==> config.mk <==
export PLATFORM = sky130hd
export DESIGN_NAME = xtrig_matrix
export DESIGN_NICKNAME = d
export VERILOG_FILES = /design/src/rtl/xtrig_pkg.sv /design/src/rtl/xtrig_lock.sv /design/src/rtl/xtrig_regs.sv /design/src/rtl/xtrig_route.sv /design/src/rtl/xtrig_matrix.sv
export SDC_FILE = /design/constraint.sdc
export NUM_CORES = 1
export LEC_CHECK = 0
export ABC_CLOCK_PERIOD_IN_PS = 2910
export BUFFER_PORTS_ARGS = -buffer_cell sky130_fd_sc_hd__buf_2
export CORE_UTILIZATION = 60
export DETAILED_ROUTE_END_ITERATION = 8
export HOLD_SLACK_MARGIN = 0.15
export MAX_ROUTING_LAYER = met4
export PLACE_DENSITY = 0.87
export SLEW_MARGIN = 0
export SYNTH_ARGS = -nofsm -noshare
export SYNTH_HDL_FRONTEND = slang
export SYNTH_SLANG_ARGS = --single-unit
==> constraint.sdc <==
create_clock -name clk -period 2.91 [get_ports clk]
set_input_delay 0.291 -clock clk [delete_from_list [all_inputs] [get_ports clk]]
set_output_delay 0.291 -clock clk [all_outputs]
set_load 0.05 [all_outputs]
==> src/rtl/xtrig_pkg.sv <==
// Shared constants for the cross-trigger matrix: register offsets and the unlock key.
// Assumes a 12-bit byte address space with word-aligned registers.
package xtrig_pkg;
    localparam int          ADDR_W     = 12;
    localparam logic [11:0] OFF_CTRL   = 12'h000;
    localparam logic [11:0] OFF_ACK    = 12'h010;
    localparam logic [11:0] OFF_INMAP  = 12'h020;
    localparam logic [11:0] OFF_OUTMAP = 12'h0A0;
    localparam logic [11:0] OFF_ST_IN  = 12'h130;
    localparam logic [11:0] OFF_ST_OUT = 12'h134;
    localparam logic [11:0] OFF_ST_CHI = 12'h138;
    localparam logic [11:0] OFF_ST_CHO = 12'h13C;
    localparam logic [11:0] OFF_KEY    = 12'hFB0;
    localparam logic [11:0] OFF_LKSTAT = 12'hFB4;
    localparam logic [31:0] UNLOCK_KEY = 32'hC5AC_CE55;
endpackage

==> src/rtl/xtrig_lock.sv <==
// Key lock: writing the unlock key opens it, and writing any other value closes it.
// Assumes single-cycle write strobes. Reset leaves the lock closed.
module xtrig_lock
    import xtrig_pkg::*;
(
    input  logic              clk,
    input  logic              rst_n,
    input  logic              wr_en,
    input  logic [ADDR_W-1:0] addr,
    input  logic [31:0]       wdata,
    output logic              locked
);
    // Update the lock state on every write to the key word.
    always_ff @(posedge clk) begin
        if (!rst_n)
            locked <= 1'b1;
        else if (wr_en && addr == OFF_KEY)
            locked <= (wdata != UNLOCK_KEY);
    end
endmodule

==> src/rtl/xtrig_regs.sv <==
// Register file for the enable bit and the per-trigger channel masks,
// plus a one-cycle clear vector for the output latches.
// Assumes wr_ok is already gated by the lock.
module xtrig_regs
    import xtrig_pkg::*;
#(
    parameter int NUM_IN  = 8,
    parameter int NUM_OUT = 8,
    parameter int NUM_CH  = 4
) (
    input  logic                           clk,
    input  logic                           rst_n,
    input  logic                           wr_ok,
    input  logic [ADDR_W-1:0]              addr,
    input  logic [31:0]                    wdata,
    output logic                           enable,
    output logic [NUM_IN-1:0][NUM_CH-1:0]  in_map,
    output logic [NUM_OUT-1:0][NUM_CH-1:0] out_map,
    output logic [NUM_OUT-1:0]             ack_vec
);
    logic unused_wdata;
    assign unused_wdata = ^wdata;

    // Global routing enable.
    always_ff @(posedge clk) begin
        if (!rst_n)
            enable <= 1'b0;
        else if (wr_ok && addr == OFF_CTRL)
            enable <= wdata[0];
    end

    // A clear request lasts for exactly the write cycle.
    assign ack_vec = (wr_ok && addr == OFF_ACK) ? wdata[NUM_OUT-1:0] : '0;

    for (genvar n = 0; n < NUM_IN; n++) begin : g_in
        // Channel mask of input n.
        always_ff @(posedge clk) begin
            if (!rst_n)
                in_map[n] <= '0;
            else if (wr_ok && addr == ADDR_W'(OFF_INMAP + 4 * n))
                in_map[n] <= wdata[NUM_CH-1:0];
        end
    end

    for (genvar m = 0; m < NUM_OUT; m++) begin : g_out
        // Channel mask of output m.
        always_ff @(posedge clk) begin
            if (!rst_n)
                out_map[m] <= '0;
            else if (wr_ok && addr == ADDR_W'(OFF_OUTMAP + 4 * m))
                out_map[m] <= wdata[NUM_CH-1:0];
        end
    end
endmodule

==> src/rtl/xtrig_route.sv <==
// Two-stage routing: inputs feed the channels, and the channels set the sticky output latches.
// Assumes trig_in is synchronous to clk. When a set and a clear arrive together, the set wins.
module xtrig_route #(
    parameter int NUM_IN  = 8,
    parameter int NUM_OUT = 8,
    parameter int NUM_CH  = 4
) (
    input  logic                           clk,
    input  logic                           rst_n,
    input  logic                           enable,
    input  logic [NUM_IN-1:0]              trig_in,
    input  logic [NUM_IN-1:0][NUM_CH-1:0]  in_map,
    input  logic [NUM_OUT-1:0][NUM_CH-1:0] out_map,
    input  logic [NUM_OUT-1:0]             ack_vec,
    output logic [NUM_CH-1:0]              ch_act,
    output logic [NUM_OUT-1:0]             trig_out
);
    logic [NUM_OUT-1:0] hit;

    for (genvar c = 0; c < NUM_CH; c++) begin : g_ch
        logic [NUM_IN-1:0] col;
        for (genvar n = 0; n < NUM_IN; n++) begin : g_col
            assign col[n] = in_map[n][c];
        end
        // Channel c is active when any high input maps onto it.
        assign ch_act[c] = enable && |(trig_in & col);
    end

    for (genvar m = 0; m < NUM_OUT; m++) begin : g_hit
        assign hit[m] = |(ch_act & out_map[m]);
    end

    // Sticky output latches: a new set takes priority over a clear.
    always_ff @(posedge clk) begin
        if (!rst_n)
            trig_out <= '0;
        else
            trig_out <= hit | (trig_out & ~ack_vec);
    end
endmodule

==> src/rtl/xtrig_matrix.sv <==
// Top of the cross-trigger matrix: lock, register file, routing and the read multiplexer.
// Assumes single-cycle bus writes. Reads are combinational and are never gated by the lock.
module xtrig_matrix
    import xtrig_pkg::*;
#(
    parameter int NUM_IN  = 8,
    parameter int NUM_OUT = 8,
    parameter int NUM_CH  = 4
) (
    input  logic               clk,
    input  logic               rst_n,
    input  logic [NUM_IN-1:0]  trig_in,
    input  logic [11:0]        bus_addr,
    input  logic               bus_we,
    input  logic [31:0]        bus_wdata,
    output logic [31:0]        bus_rdata,
    output logic [NUM_OUT-1:0] trig_out
);
    logic                           locked;
    logic                           enable;
    logic [NUM_IN-1:0][NUM_CH-1:0]  in_map;
    logic [NUM_OUT-1:0][NUM_CH-1:0] out_map;
    logic [NUM_OUT-1:0]             ack_vec;
    logic [NUM_CH-1:0]              ch_act;

    xtrig_lock u_lock (
        .clk(clk), .rst_n(rst_n), .wr_en(bus_we), .addr(bus_addr),
        .wdata(bus_wdata), .locked(locked)
    );

    xtrig_regs #(.NUM_IN(NUM_IN), .NUM_OUT(NUM_OUT), .NUM_CH(NUM_CH)) u_regs (
        .clk(clk), .rst_n(rst_n), .wr_ok(bus_we && !locked), .addr(bus_addr),
        .wdata(bus_wdata), .enable(enable), .in_map(in_map),
        .out_map(out_map), .ack_vec(ack_vec)
    );

    xtrig_route #(.NUM_IN(NUM_IN), .NUM_OUT(NUM_OUT), .NUM_CH(NUM_CH)) u_route (
        .clk(clk), .rst_n(rst_n), .enable(enable), .trig_in(trig_in),
        .in_map(in_map), .out_map(out_map), .ack_vec(ack_vec),
        .ch_act(ch_act), .trig_out(trig_out)
    );

    // Read multiplexer: unknown offsets return zero.
    always_comb begin
        bus_rdata = '0;
        case (bus_addr)
            OFF_CTRL:   bus_rdata = {31'b0, enable};
            OFF_ST_IN:  bus_rdata = 32'(trig_in);
            OFF_ST_OUT: bus_rdata = 32'(trig_out);
            OFF_ST_CHI: bus_rdata = 32'(ch_act);
            OFF_ST_CHO: bus_rdata = 32'(ch_act);
            OFF_LKSTAT: bus_rdata = {31'b0, locked};
            default:    bus_rdata = '0;
        endcase
        for (int n = 0; n < NUM_IN; n++)
            if (bus_addr == ADDR_W'(OFF_INMAP + 4 * n))
                bus_rdata = 32'(in_map[n]);
        for (int m = 0; m < NUM_OUT; m++)
            if (bus_addr == ADDR_W'(OFF_OUTMAP + 4 * m))
                bus_rdata = 32'(out_map[m]);
    end
endmodule

### Yosys cells after proc, flatten, opt, wreduce, memory -nomap -nowiden

Cells that the tools add are included.
W data, S select, Z words.

* bits in registers: 74
* bits of input ports: 55
* logic and storage cells: 115

* equality and inequality tests: 24
* mux-type cells: 18
* bitwise operators: 15
* reduce and logical (&&, ||, !) cells: 39

Operators with widths (count)
* $mux W32: 16
* $eq A12 B6 Y1 const B: 8
* $eq A12 B8 Y1 const B: 8
* $eq A12 B9 Y1 const B: 4
* $and A8 B8 Y8: 5
* $pmux W8 S5: 1
* $and A4 B4 Y4: 8
* $ne A32 B32 Y1 const B: 1
* $reduce_or A4 Y1: 8
* $reduce_or A8 Y1: 4
* $eq A12 B12 Y1 const B: 2
* $logic_and A1 B1 Y1: 24
* $eq A12 B5 Y1 const B: 1
* $logic_not A12 Y1: 1
* $mux W8: 1
* $not A8 Y8: 1
* $or A8 B8 Y8: 1
* $reduce_or A2 Y1: 1
* $logic_not A1 Y1: 1

### Longest topological paths before layout

Gate-level depths: netlist (run 1).

* depth in word-level cells: 20
* gate-level depth with buffers: 9
* depth with buffers taken out: 7

### Hierarchy

Synthesis (run 1) repeated with hierarchy kept, for this count alone.

* cells, all modules: 560
* area total of the unflattened synthesis: 4906.0 sq um

Modules (own cells, without submodules)
* xtrig_regs: instances 1, cells each 254, area each 2663.8 sq um
* xtrig_matrix: instances 1, cells each 211, area each 1417.6 sq um
* xtrig_route: instances 1, cells each 74, area each 646.9 sq um
* xtrig_lock: instances 1, cells each 21, area each 177.7 sq um

### Worst setup path after synthesis (run 1)

No wires, ideal clock.

* kind: input -> output
* start point: input port bus_addr[2]
* end point: output port bus_rdata[3]
* data arrival time: 2438 ps
* required time: 2619 ps
* path slack: 181 ps
* cell stages on the path: 9
* cells stage by stage: buf_2 > nor4b_2 > buf_2 > o21ai_1 > a21oi_1 > a221oi_2 > a2111oi_2 > o221ai_1 > a21oi_1

* longest elaborated chain between the ends: 19
* elaborated cells on any way between the ends: 40

RTL lines
* start, declared: RTL line xtrig_matrix.sv:13 `input logic [11:0] bus_addr,`
* $eq A12 B9 Y1: RTL line xtrig_matrix.sv:46 `case (bus_addr)`
* $reduce_or A2 Y1 (no line)
* $pmux W8 S5: RTL line xtrig_matrix.sv:46
* $mux W32 (8 in a row): RTL line xtrig_matrix.sv:56 `if (bus_addr == ADDR_W'(OFF_INMAP + 4 * n))`
* $mux W32 (7 in a row): RTL line xtrig_matrix.sv:59 `if (bus_addr == ADDR_W'(OFF_OUTMAP + 4 * m))`
* $mux W32 (*): RTL line xtrig_matrix.sv:59
* end, declared: RTL line xtrig_matrix.sv:16 `output logic [31:0] bus_rdata,`

Mark *: on every way between the ends. The rest lies on a longest branch, timed or not.

### Worst setup path after layout (run 1)

* start point: input port bus_addr[3]
* end point: output port bus_rdata[3]

Same word-level chain as after synthesis.

==> impl_metrics.json, run 1 <==
{
  "outcome": "finished clean",
  "yosysWarnings": 0,
  "drive_gt1_frac": 0.214,
  "reg2reg_from": "u_regs.in_map[25]",
  "ir_worst_vdd_mv": 0.320,
  "htreeDepth": 3,
  "slowest_delay_ns": 0.40,
  "drc_errors": 0,
  "overflow": 0,
  "drtIter0Drc": 671,
  "numCtsBuffers": 9,
  "swShare": 0.287,
  "synth_top_family_by_area": "simple AND/OR/NAND/NOR gates",
  "cp-startpoint": "bus_addr[3]",
  "io_pins": 95,
  "dp_hpwl_um": 11600,
  "diodes": 0,
  "track_usage": 0.410,
  "arrival_ns": 2.48,
  "final_nets": 682,
  "power_density_mw_per_mm2": 409,
  "ys.flop_type": "dfxtp_1",
  "cts.sinks": 74,
  "tightest_slew_ns": 0.737,
  "crit_slowest_cell": "nor2_1",
  "hold_ws_ns": 0.273,
  "slew_headroom": 0.508,
  "grt_pass1_wl_um": 22800,
  "synth_compound_area_frac": 0.203,
  "first_pass_iters": 6,
  "post_synth_xor_area_fraction": 0,
  "crit_type": "in -> out",
  "setup-violations-final": 0,
  "crit_family": "simple AND/OR/NAND/NOR gates",
  "crit_cells": 9,
  "rsz0062_at_grt": "no",
  "hold_path_depth": 4,
  "critPathBufInv": 2,
  "ys_seq_area_frac": 0.328,
  "pwr-share-seq": 0.484,
  "synthAdderAreaFrac": 0,
  "synthArstFlopShare": 0,
  "required_ns": 2.62,
  "clock_power_share": 0.401,
  "antenna_found_initial": 0,
  "grt_pass1_vias": 4314,
  "fin_crit_sh": 0.951,
  "row_count": 31,
  "ys_types": 69,
  "syn_area_per_cell_um2": 8.08,
  "dieWidth_um": 88.8,
  "die_h_um": 88.8,
  "cts_buffer_depth": 2,
  "synth_top_area_share": 0.328,
  "via_per_inst": 6.61,
  "synthSimpleGateAreaFrac": 0.274,
  "min_from": "bus_wdata[5]",
  "finalHoldViolCount": 0,
  "synth_edf_count": 0,
  "clkTransAtPathRegs_ns": 0.09,
  "cts_tree": "done",
  "drv_slew": 0,
  "hp-class": "in -> reg",
  "synth_cells": 559,
  "fin_setup_tns_ns": 0,
  "intPower_mw": 1.49,
  "io_buffers": 70,
  "end_kind": "primary output",
  "syn_area_mm2": 0.00452,
  "syn_to_final_growth_pct": 13.1,
  "insertion_delay_ns": 0.34,
  "final_core_util": 0.704,
  "synth.area.top_cells": "dfxtp_1 (33%), mux2i_1 (11%), a22oi_1 (7.0%), nor2_1 (6.0%), nand2_1 (4.8%)",
  "fin_skew_ns": 0.00929,
  "power.leakage_nw": 2.11,
  "fmax_mhz": 361,
  "rr_worst_depth": 5,
  "switchingPower_uw": 598,
  "vias": 4829,
  "hold_buffers": 0,
  "cp_cell_sequence": "buf_2 -> nor2_1 -> nand2_1 -> nor2_2 -> a221oi_2 -> a2111oi_2 -> o221ai_1 -> a21oi_1 -> buf_2",
  "crit_fanout": 6,
  "synth_seq_cells": 74,
  "synth_mux_area_frac": 0.111,
  "grt_max_degree": 41,
  "yosys.area.top_type": "dfxtp_1",
  "crit_path_start_kind": "input pin",
  "gp_congestion": 0.993,
  "post_drt_wl_per_cell_um": 21.2,
  "root_buffer": "clkbuf_8",
  "routed_wl_um": 15500,
  "pwr-share-comb": 0.115,
  "initial_core_util": 0.623,
  "maxCapViolations": 0,
  "core_mm2": 0.00725,
  "period_needed_ns": 2.77,
  "crit_path_frequent_cell": "buf_2",
  "die_area_mm2": 0.00788,
  "ant_nets": 0
}
metrics by stage:
| stage | setup WS (ns) | total power, mW | instance area [µm²] | std cells |
|---|---|---|---|---|
| after global placement | 0.112 | 1.27 | 4900 | 714 |
| after detailed placement | 0.160 | 1.27 | 4900 | 714 |
| after floorplan | 0.181 | 1.21 | 4600 | 582 |
| final | 0.142 | 2.09 | 5110 | 731 |
| after CTS | 0.163 | 2.09 | 5100 | 730 |
| after global routing | 0.0244 | 2.15 | 5110 | 731 |
cell type report:
| class | instances | area, µm² |
|---|---|---|
| clock buffers | 10 | 138 |
| clock inverters | 6 | 65.1 |
| fillers | 622 | 2140 |
| inverters | 3 | 11.3 |
| multi-input cells | 444 | 2750 |
| flip-flops and latches | 74 | 1480 |
| well taps | 99 | 124 |
| repair buffers | 95 | 541 |
power groups by stage:
stage | sequential [mW] | combinational [mW] | clock (mW)
2_1_floorplan | 1.04 | 0.174 | 0
3_3_place_gp | 1.04 | 0.232 | 0
3_5_place_dp | 1.04 | 0.234 | 0
4_1_cts | 1.01 | 0.234 | 0.844
5_1_grt | 1.01 | 0.252 | 0.883
6_report | 1.01 | 0.240 | 0.837
sequential cells by signal, indices dropped and copies added, names as in the netlist:
register and count:
u_regs.in_map 32, u_regs.out_map 32, u_regs.enable 1, u_route.trig_out 8, u_lock.locked 1
cells by family after synthesis:
logic type	Yosys count
simple gates	237
compound gates	133
flops	74
buf+inv	64
mux	50
other cells	1
final timing paths:
| kind | end | slack (ns) |
|---|---|---|
| max | bus_rdata[3] | 0.14 |
| min | u_route.trig_out[5] | 0.27 |
| max reg2reg | u_route.trig_out[1] | 0.93 |
| min reg2reg | u_regs.in_map[11] | 0.48 |
cell usage after synthesis, types with 3 or more instances:
library cell	n
dfxtp_1	74
a22oi_1	42
a211oi_1	3
buf_4	24
buf_2	5
and3_1	7
and2_1	5
a31oi_1	8
a221oi_1	3
a21oi_1	34
buf_6	3
o22ai_1	5
a222oi_1	4
nor2b_1	6
clkbuf_1	24
inv_1	3
mux2i_1	49
o21ai_0	13
nor4bb_1	3
nand3_1	34
nor4_1	7
nand4_1	6
nand2_1	58
nor3_1	6
nor2_1	72
nor2_2	3
layout by cell type (no fill, tap or decap), types with 3 or more instances in the layout:
cell type and instances:
dfxtp_1 74, nor2_1 72, buf_2 69, nand2_1 58, mux2i_1 49, a22oi_1 42
nand3_1 34, a21oi_1 34, buf_4 26, conb_1 24, o21ai_0 13, clkbuf_8 10
a31oi_1 8, and3_1 7, nor4_1 7, nor3_1 6, nand4_1 6, nor2b_1 6
and2_1 5, o22ai_1 5, a222oi_1 4, nor2_2 3, a221oi_1 3, a211oi_1 3
nor4bb_1 3
routing by layer:
layer | part of all wire | vias to the layer above | routed length (µm) | GRT usage
li1 | - | 2153 | - | -
met1 | 0.40 | 2208 | 6150 | 0.522
met2 | 0.44 | 401 | 6760 | 0.617
met3 | 0.12 | 67 | 1820 | 0.0793
met4 | 0.048 | 0 | 739 | 0.211
met5 | 0 | - | 0 | -
timing repair:
item                       CTS  global route
setup endpoints to repair    0             1
setup buffers                0             1
gates resized for setup      0             2
worst reg2reg max path: stages, from the launching register on:
cell     delay, ns
dfxtp_1       0.45
a22oi_1       0.11
and4_1        0.25
nor2b_1       0.59
a22oi_1       0.18
a31oi_1       0.29
Power figures use the tool's default switching activity.
==> run 2, diff against run 1 <==
Settings changed: CORE_UTILIZATION 60 to 40, PLACE_DENSITY 0.87 to not set.
==> impl_metrics.json, run 2 (synthesis results as in run 1) <==
{
  "hold_path_depth": 4,
  "layout_commonest_cell": "dfxtp_1",
  "dp_hpwl_um": 12100,
  "fin_skew_ns": 0.00604,
  "final_core_util": 0.481,
  "end_kind": "primary output",
  "power_density_mw_per_mm2": 451,
  "critPathBufInv": 3,
  "insertion_delay_ns": 0.34,
  "maxCapViolations": 0,
  "period_needed_ns": 2.73,
  "cp_cell_sequence": "buf_2 -> nor4_4 -> buf_4 -> nand3_4 -> nor3_4 -> a221oi_2 -> a2111oi_2 -> o221ai_1 -> a21oi_1 -> buf_2",
  "diodes": 0,
  "grt_pass1_wl_um": 24500,
  "htreeDepth": 3,
  "dp_cells": 756,
  "dieWidth_um": 108,
  "rr_worst_depth": 5,
  "crit_slowest_cell": "a2111oi_2",
  "crit_fanout": 7,
  "switchingPower_uw": 616,
  "power.leakage_nw": 2.16,
  "via_per_inst": 6.09,
  "drive_gt1_frac": 0.213,
  "post_drt_wl_per_cell_um": 20.9,
  "antenna_found_initial": 0,
  "crit_cells": 10,
  "syn_to_final_growth_pct": 16.5,
  "pwr-share-comb": 0.103,
  "setup-violations-final": 0,
  "routed_wl_um": 16200,
  "drv_slew": 0,
  "crit_family": "compound AO/OA/AOI/OAI gates",
  "final_nets": 683,
  "io_pins": 95,
  "grt_pass1_vias": 4394,
  "core_mm2": 0.0109,
  "outcome": "finished clean",
  "slowest_delay_ns": 0.34,
  "rsz0062_at_grt": "no",
  "grtUsageMet1": 0.368,
  "first_pass_iters": 6,
  "cts_tree": "done",
  "clkTransAtPathRegs_ns": 0.06,
  "intPower_mw": 1.76,
  "hp-class": "in -> reg",
  "final_cell_mix": "dfxtp_1 (74), nor2_1 (72), buf_2 (69), nand2_1 (58), mux2i_1 (49)",
  "drtIter0Drc": 663,
  "finalHoldViolCount": 0,
  "io_buffers": 70,
  "drc_errors": 0,
  "reg.largest.list": "u_regs.in_map (32), u_regs.out_map (32), u_route.trig_out (8)",
  "overflow": 0,
  "initial_core_util": 0.413,
  "fin_crit_sh": 0.937,
  "grt_use_met3": 0.0633,
  "crit_path_start_kind": "input pin",
  "top_usage_layer": "met2",
  "gp_congestion": 0.940,
  "root_buffer": "clkbuf_16",
  "required_ns": 2.62,
  "use_met2": 0.443,
  "ant_nets": 0,
  "grt_max_degree": 49,
  "die_h_um": 108,
  "track_usage": 0.291,
  "swShare": 0.260,
  "hold_buffers": 0,
  "tightest_slew_ns": 0.795,
  "cts_buffer_depth": 2,
  "clock_power_share": 0.470,
  "hold_ws_ns": 0.282,
  "numCtsBuffers": 9,
  "pwr-share-seq": 0.427,
  "fmax_mhz": 367,
  "fin_cells": 773,
  "cts.sinks": 74,
  "crit_type": "in -> out",
  "n_fill_cell": 1090,
  "ir_worst_vdd_mv": 0.196,
  "row_count": 38,
  "die_area_mm2": 0.0117,
  "finalPower_mw": 2.37,
  "vias": 4704,
  "slew_headroom": 0.469,
  "arrival_ns": 2.43,
  "crit_path_frequent_cell": "buf_2",
  "fin_setup_tns_ns": 0
}
==> run 2: cell types whose count changed in the layout (fill, tap and decap cells not counted), sizes merged <==
| cell | previous run | this run |
|---|---|---|
| buf | 95 | 96 |
| clkbuf | 10 | 11 |
| clkinv | 3 | 4 |
| clkinvlp | 1 | 0 |
| inv | 4 | 3 |
==> run 2: worst reg2reg max path, cell delays in order, from the launching register on <==
cell	delay, ns
dfxtp_1	0.42
a22oi_1	0.09
and4_1	0.24
nor2b_1	0.63
a22oi_1	0.23
a31oi_1	0.22
==> run 2: what timing repair did <==
item	CTS	global route
setup buffers	0	1
resized for setup	0	2
endpoints found under the setup margin	0	1
==> run 2: metrics by stage <==
stage	setup slack [ns]	area [µm²]
floorplan	0.181	4600
global placement	0.148	4950
detailed placement	0.125	4950
CTS	0.125	5250
global route	0.0358	5260
finish	0.184	5260
==> run 2: worst paths after layout <==
path	start	to	slack [ns]
max reg2reg	u_regs.in_map[0]	u_route.trig_out[7]	1.01
min reg2reg	u_regs.in_map[11]	u_regs.in_map[11]	0.49
min	bus_wdata[5]	u_route.trig_out[5]	0.28
max	bus_addr[10]	bus_rdata[3]	0.18
==> run 2: layout make-up <==
cell class	count	area [µm²]	share of cell area
repair buffers	96	548	0.104
clock inverters	5	53.8	0.0102
clock buffers	11	243	0.0461
flip-flops and latches	74	1480	0.282
inverters	3	11.3	0.00214
well taps	140	175	0.0333
multi-input cells	444	2750	0.522
==> run 2: power groups by stage <==
stage	sequential, mW	clock [mW]	combinational [mW]
4_1_cts	1.01	1.12	0.239
2_1_floorplan	1.04	0	0.174
6_report	1.01	1.12	0.244
3_3_place_gp	1.04	0	0.237
5_1_grt	1.01	1.17	0.258
3_5_place_dp	1.04	0	0.239
==> run 2: routing by layer <==
layer / routed length, µm / up-vias
met1: 6810 / 2189
met2: 7170 / 320
met3: 1590 / 43
li1: - / 2152
met5: 0 / -
met4: 582 / 0
==> run 3, diff against run 2 <==
--- a/config.mk
+++ b/config.mk
@@ -7,3 +7,3 @@
 export LEC_CHECK = 0
-export ABC_CLOCK_PERIOD_IN_PS = 2910
+export ABC_CLOCK_PERIOD_IN_PS = 2700
 export BUFFER_PORTS_ARGS = -buffer_cell sky130_fd_sc_hd__buf_2
==> constraint.sdc (replaced) <==
create_clock -name clk -period 2.7 [get_ports clk]
set_input_delay 0.54 -clock clk [delete_from_list [all_inputs] [get_ports clk]]
set_output_delay 0.54 -clock clk [all_outputs]
set_load 0.05 [all_outputs]
==> impl_metrics.json, run 3 (synthesis results as in run 1) <==
{
  "fmax_mhz": 346,
  "cp_cell_sequence": "buf_4 -> buf_6 -> buf_6 -> and2_4 -> nand2_1 -> nor2_2 -> buf_4 -> o31a_1 -> o41ai_4 -> buf_6",
  "routed_wl_um": 18000,
  "drv_slew": 0,
  "cts_buffer_depth": 2,
  "dp_cells": 843,
  "ant_nets": 0,
  "outcome": "finished with violations",
  "grt_pass1_wl_um": 26700,
  "arrival_ns": 2.35,
  "rsz0062_at_grt": "yes",
  "numCtsBuffers": 9,
  "io_pins": 95,
  "crit_path_start_kind": "input pin",
  "power_density_mw_per_mm2": 408,
  "ir_worst_vdd_mv": 0.344,
  "power.leakage_nw": 2.83,
  "drive_gt1_frac": 0.384,
  "crit_fanout": 5,
  "io_buffers": 70,
  "finalPower_mw": 2.67,
  "hp-class": "reg -> reg",
  "cts.sinks": 74,
  "tightest_slew_ns": 0.635,
  "fin_cells": 869,
  "crit_type": "in -> out",
  "htreeDepth": 3,
  "antenna_found_initial": 0,
  "grt_max_degree": 45,
  "fin_crit_sh": 1.07,
  "slowest_delay_ns": 0.32,
  "violations": "setup timing",
  "vias": 5138,
  "diodes": 0,
  "drtIter0Drc": 488,
  "cts_tree": "done",
  "clkTransAtPathRegs_ns": 0.05,
  "insertion_delay_ns": 0.35,
  "core_mm2": 0.0109,
  "first_pass_iters": 7,
  "final_cell_mix": "buf_4 (106), dfxtp_1 (72), nor2_1 (66), buf_2 (59), nand2_1 (53)",
  "setup-violations-final": 4,
  "drc_errors": 0,
  "die_area_mm2": 0.0117,
  "required_ns": 2.16,
  "hold_ws_ns": 0.472,
  "end_kind": "primary output",
  "period_needed_ns": 2.89,
  "dieWidth_um": 108,
  "die_h_um": 108,
  "fin_skew_ns": 0.00507,
  "crit_slowest_cell": "o31a_1",
  "finalHoldViolCount": 0,
  "crit_path_frequent_cell": "buf_6",
  "final_core_util": 0.598,
  "final_nets": 780,
  "syn_to_final_growth_pct": 44.8,
  "slew_headroom": 0.576,
  "root_buffer": "clkbuf_16",
  "overflow": 0,
  "post_drt_wl_per_cell_um": 20.7,
  "via_per_inst": 5.91,
  "dp_hpwl_um": 13300,
  "reg.largest.list": "u_regs.in_map (32), u_regs.out_map (32), u_route.trig_out (8)",
  "initial_core_util": 0.413,
  "maxCapViolations": 0,
  "track_usage": 0.322,
  "gp_congestion": 0.968,
  "grt_pass1_vias": 4783,
  "layout_commonest_cell": "buf_4",
  "setup_slack_ns": -0.194,
  "row_count": 38
}
## run 3: changes by cell type in the layout (fill, tap and decap cells not counted), sizes merged
cell	delta
clkinv	-2
buf	+97
clkinvlp	+1
## run 3: routing by layer
metal	routed length (µm)	share of wire	global-route usage
met1	7600	0.42	0.418
met2	7930	0.44	0.498
met3	1720	0.095	0.0561
met4	768	0.043	0.127
met5	0	0	-
## run 3: what timing repair did
| action | in CTS | in global routing |
|---|---|---|
| endpoints found under the setup margin | 4 | 4 |
| hold buffers | 0 | 0 |
| hold endpoints to repair | 0 | 0 |
| resized for setup | 80 | 24 |
| setup buffers | 12 | 1 |
| pin swaps | 25 | 17 |
## run 3: final timing paths
kind	from	endpoint	slack, ns	cells past startpoint
setup / recovery	bus_addr[3]	bus_rdata[0]	-0.19	10
hold / removal	u_regs.out_map[6]	u_regs.out_map[6]	0.47	2
setup reg to reg	u_regs.in_map[3]	u_route.trig_out[3]	0.67	6
hold reg to reg	u_regs.out_map[6]	u_regs.out_map[6]	0.47	2
## run 3: area by class of cell
cell class | count | area (µm²)
tap | 140 | 175
clock buffer | 11 | 253
clock inverter | 4 | 51.3
timing repair buffer | 193 | 1450
sequential | 74 | 1480
inverter | 3 | 11.3
multi-input combinational | 444 | 3120
fill | 976 | 4400
## run 3: report_power, final
part | total (mW) | leakage [nW] | switching [mW] | internal (mW)
logic | 0.353 | 2.09 | 0.227 | 0.126
registers | 1.09 | 0.597 | 0.00000327 | 1.09
clock network | 1.23 | 0.148 | 0.466 | 0.760
total | 2.67 | 2.83 | 0.693 | 1.98
## run 3: worst max-delay path: cells and delay by family
kind / cells / cell delay [ns]
AO/OA/AOI/OAI: 2 / 0.62
buffers and inverters: 5 / 0.75
AND/OR/NAND/NOR: 3 / 0.43
## run 3: through the flow
step           area [µm²]  setup TNS [ns]  setup slack, ns
6_report             6540          -0.640           -0.194
5_1_grt              6540          -0.935           -0.258
4_1_cts              6410          -0.700           -0.263
3_5_place_dp         5700           -1.75           -0.502
3_3_place_gp         5700           -1.62           -0.480
2_1_floorplan        4690          -0.695           -0.216
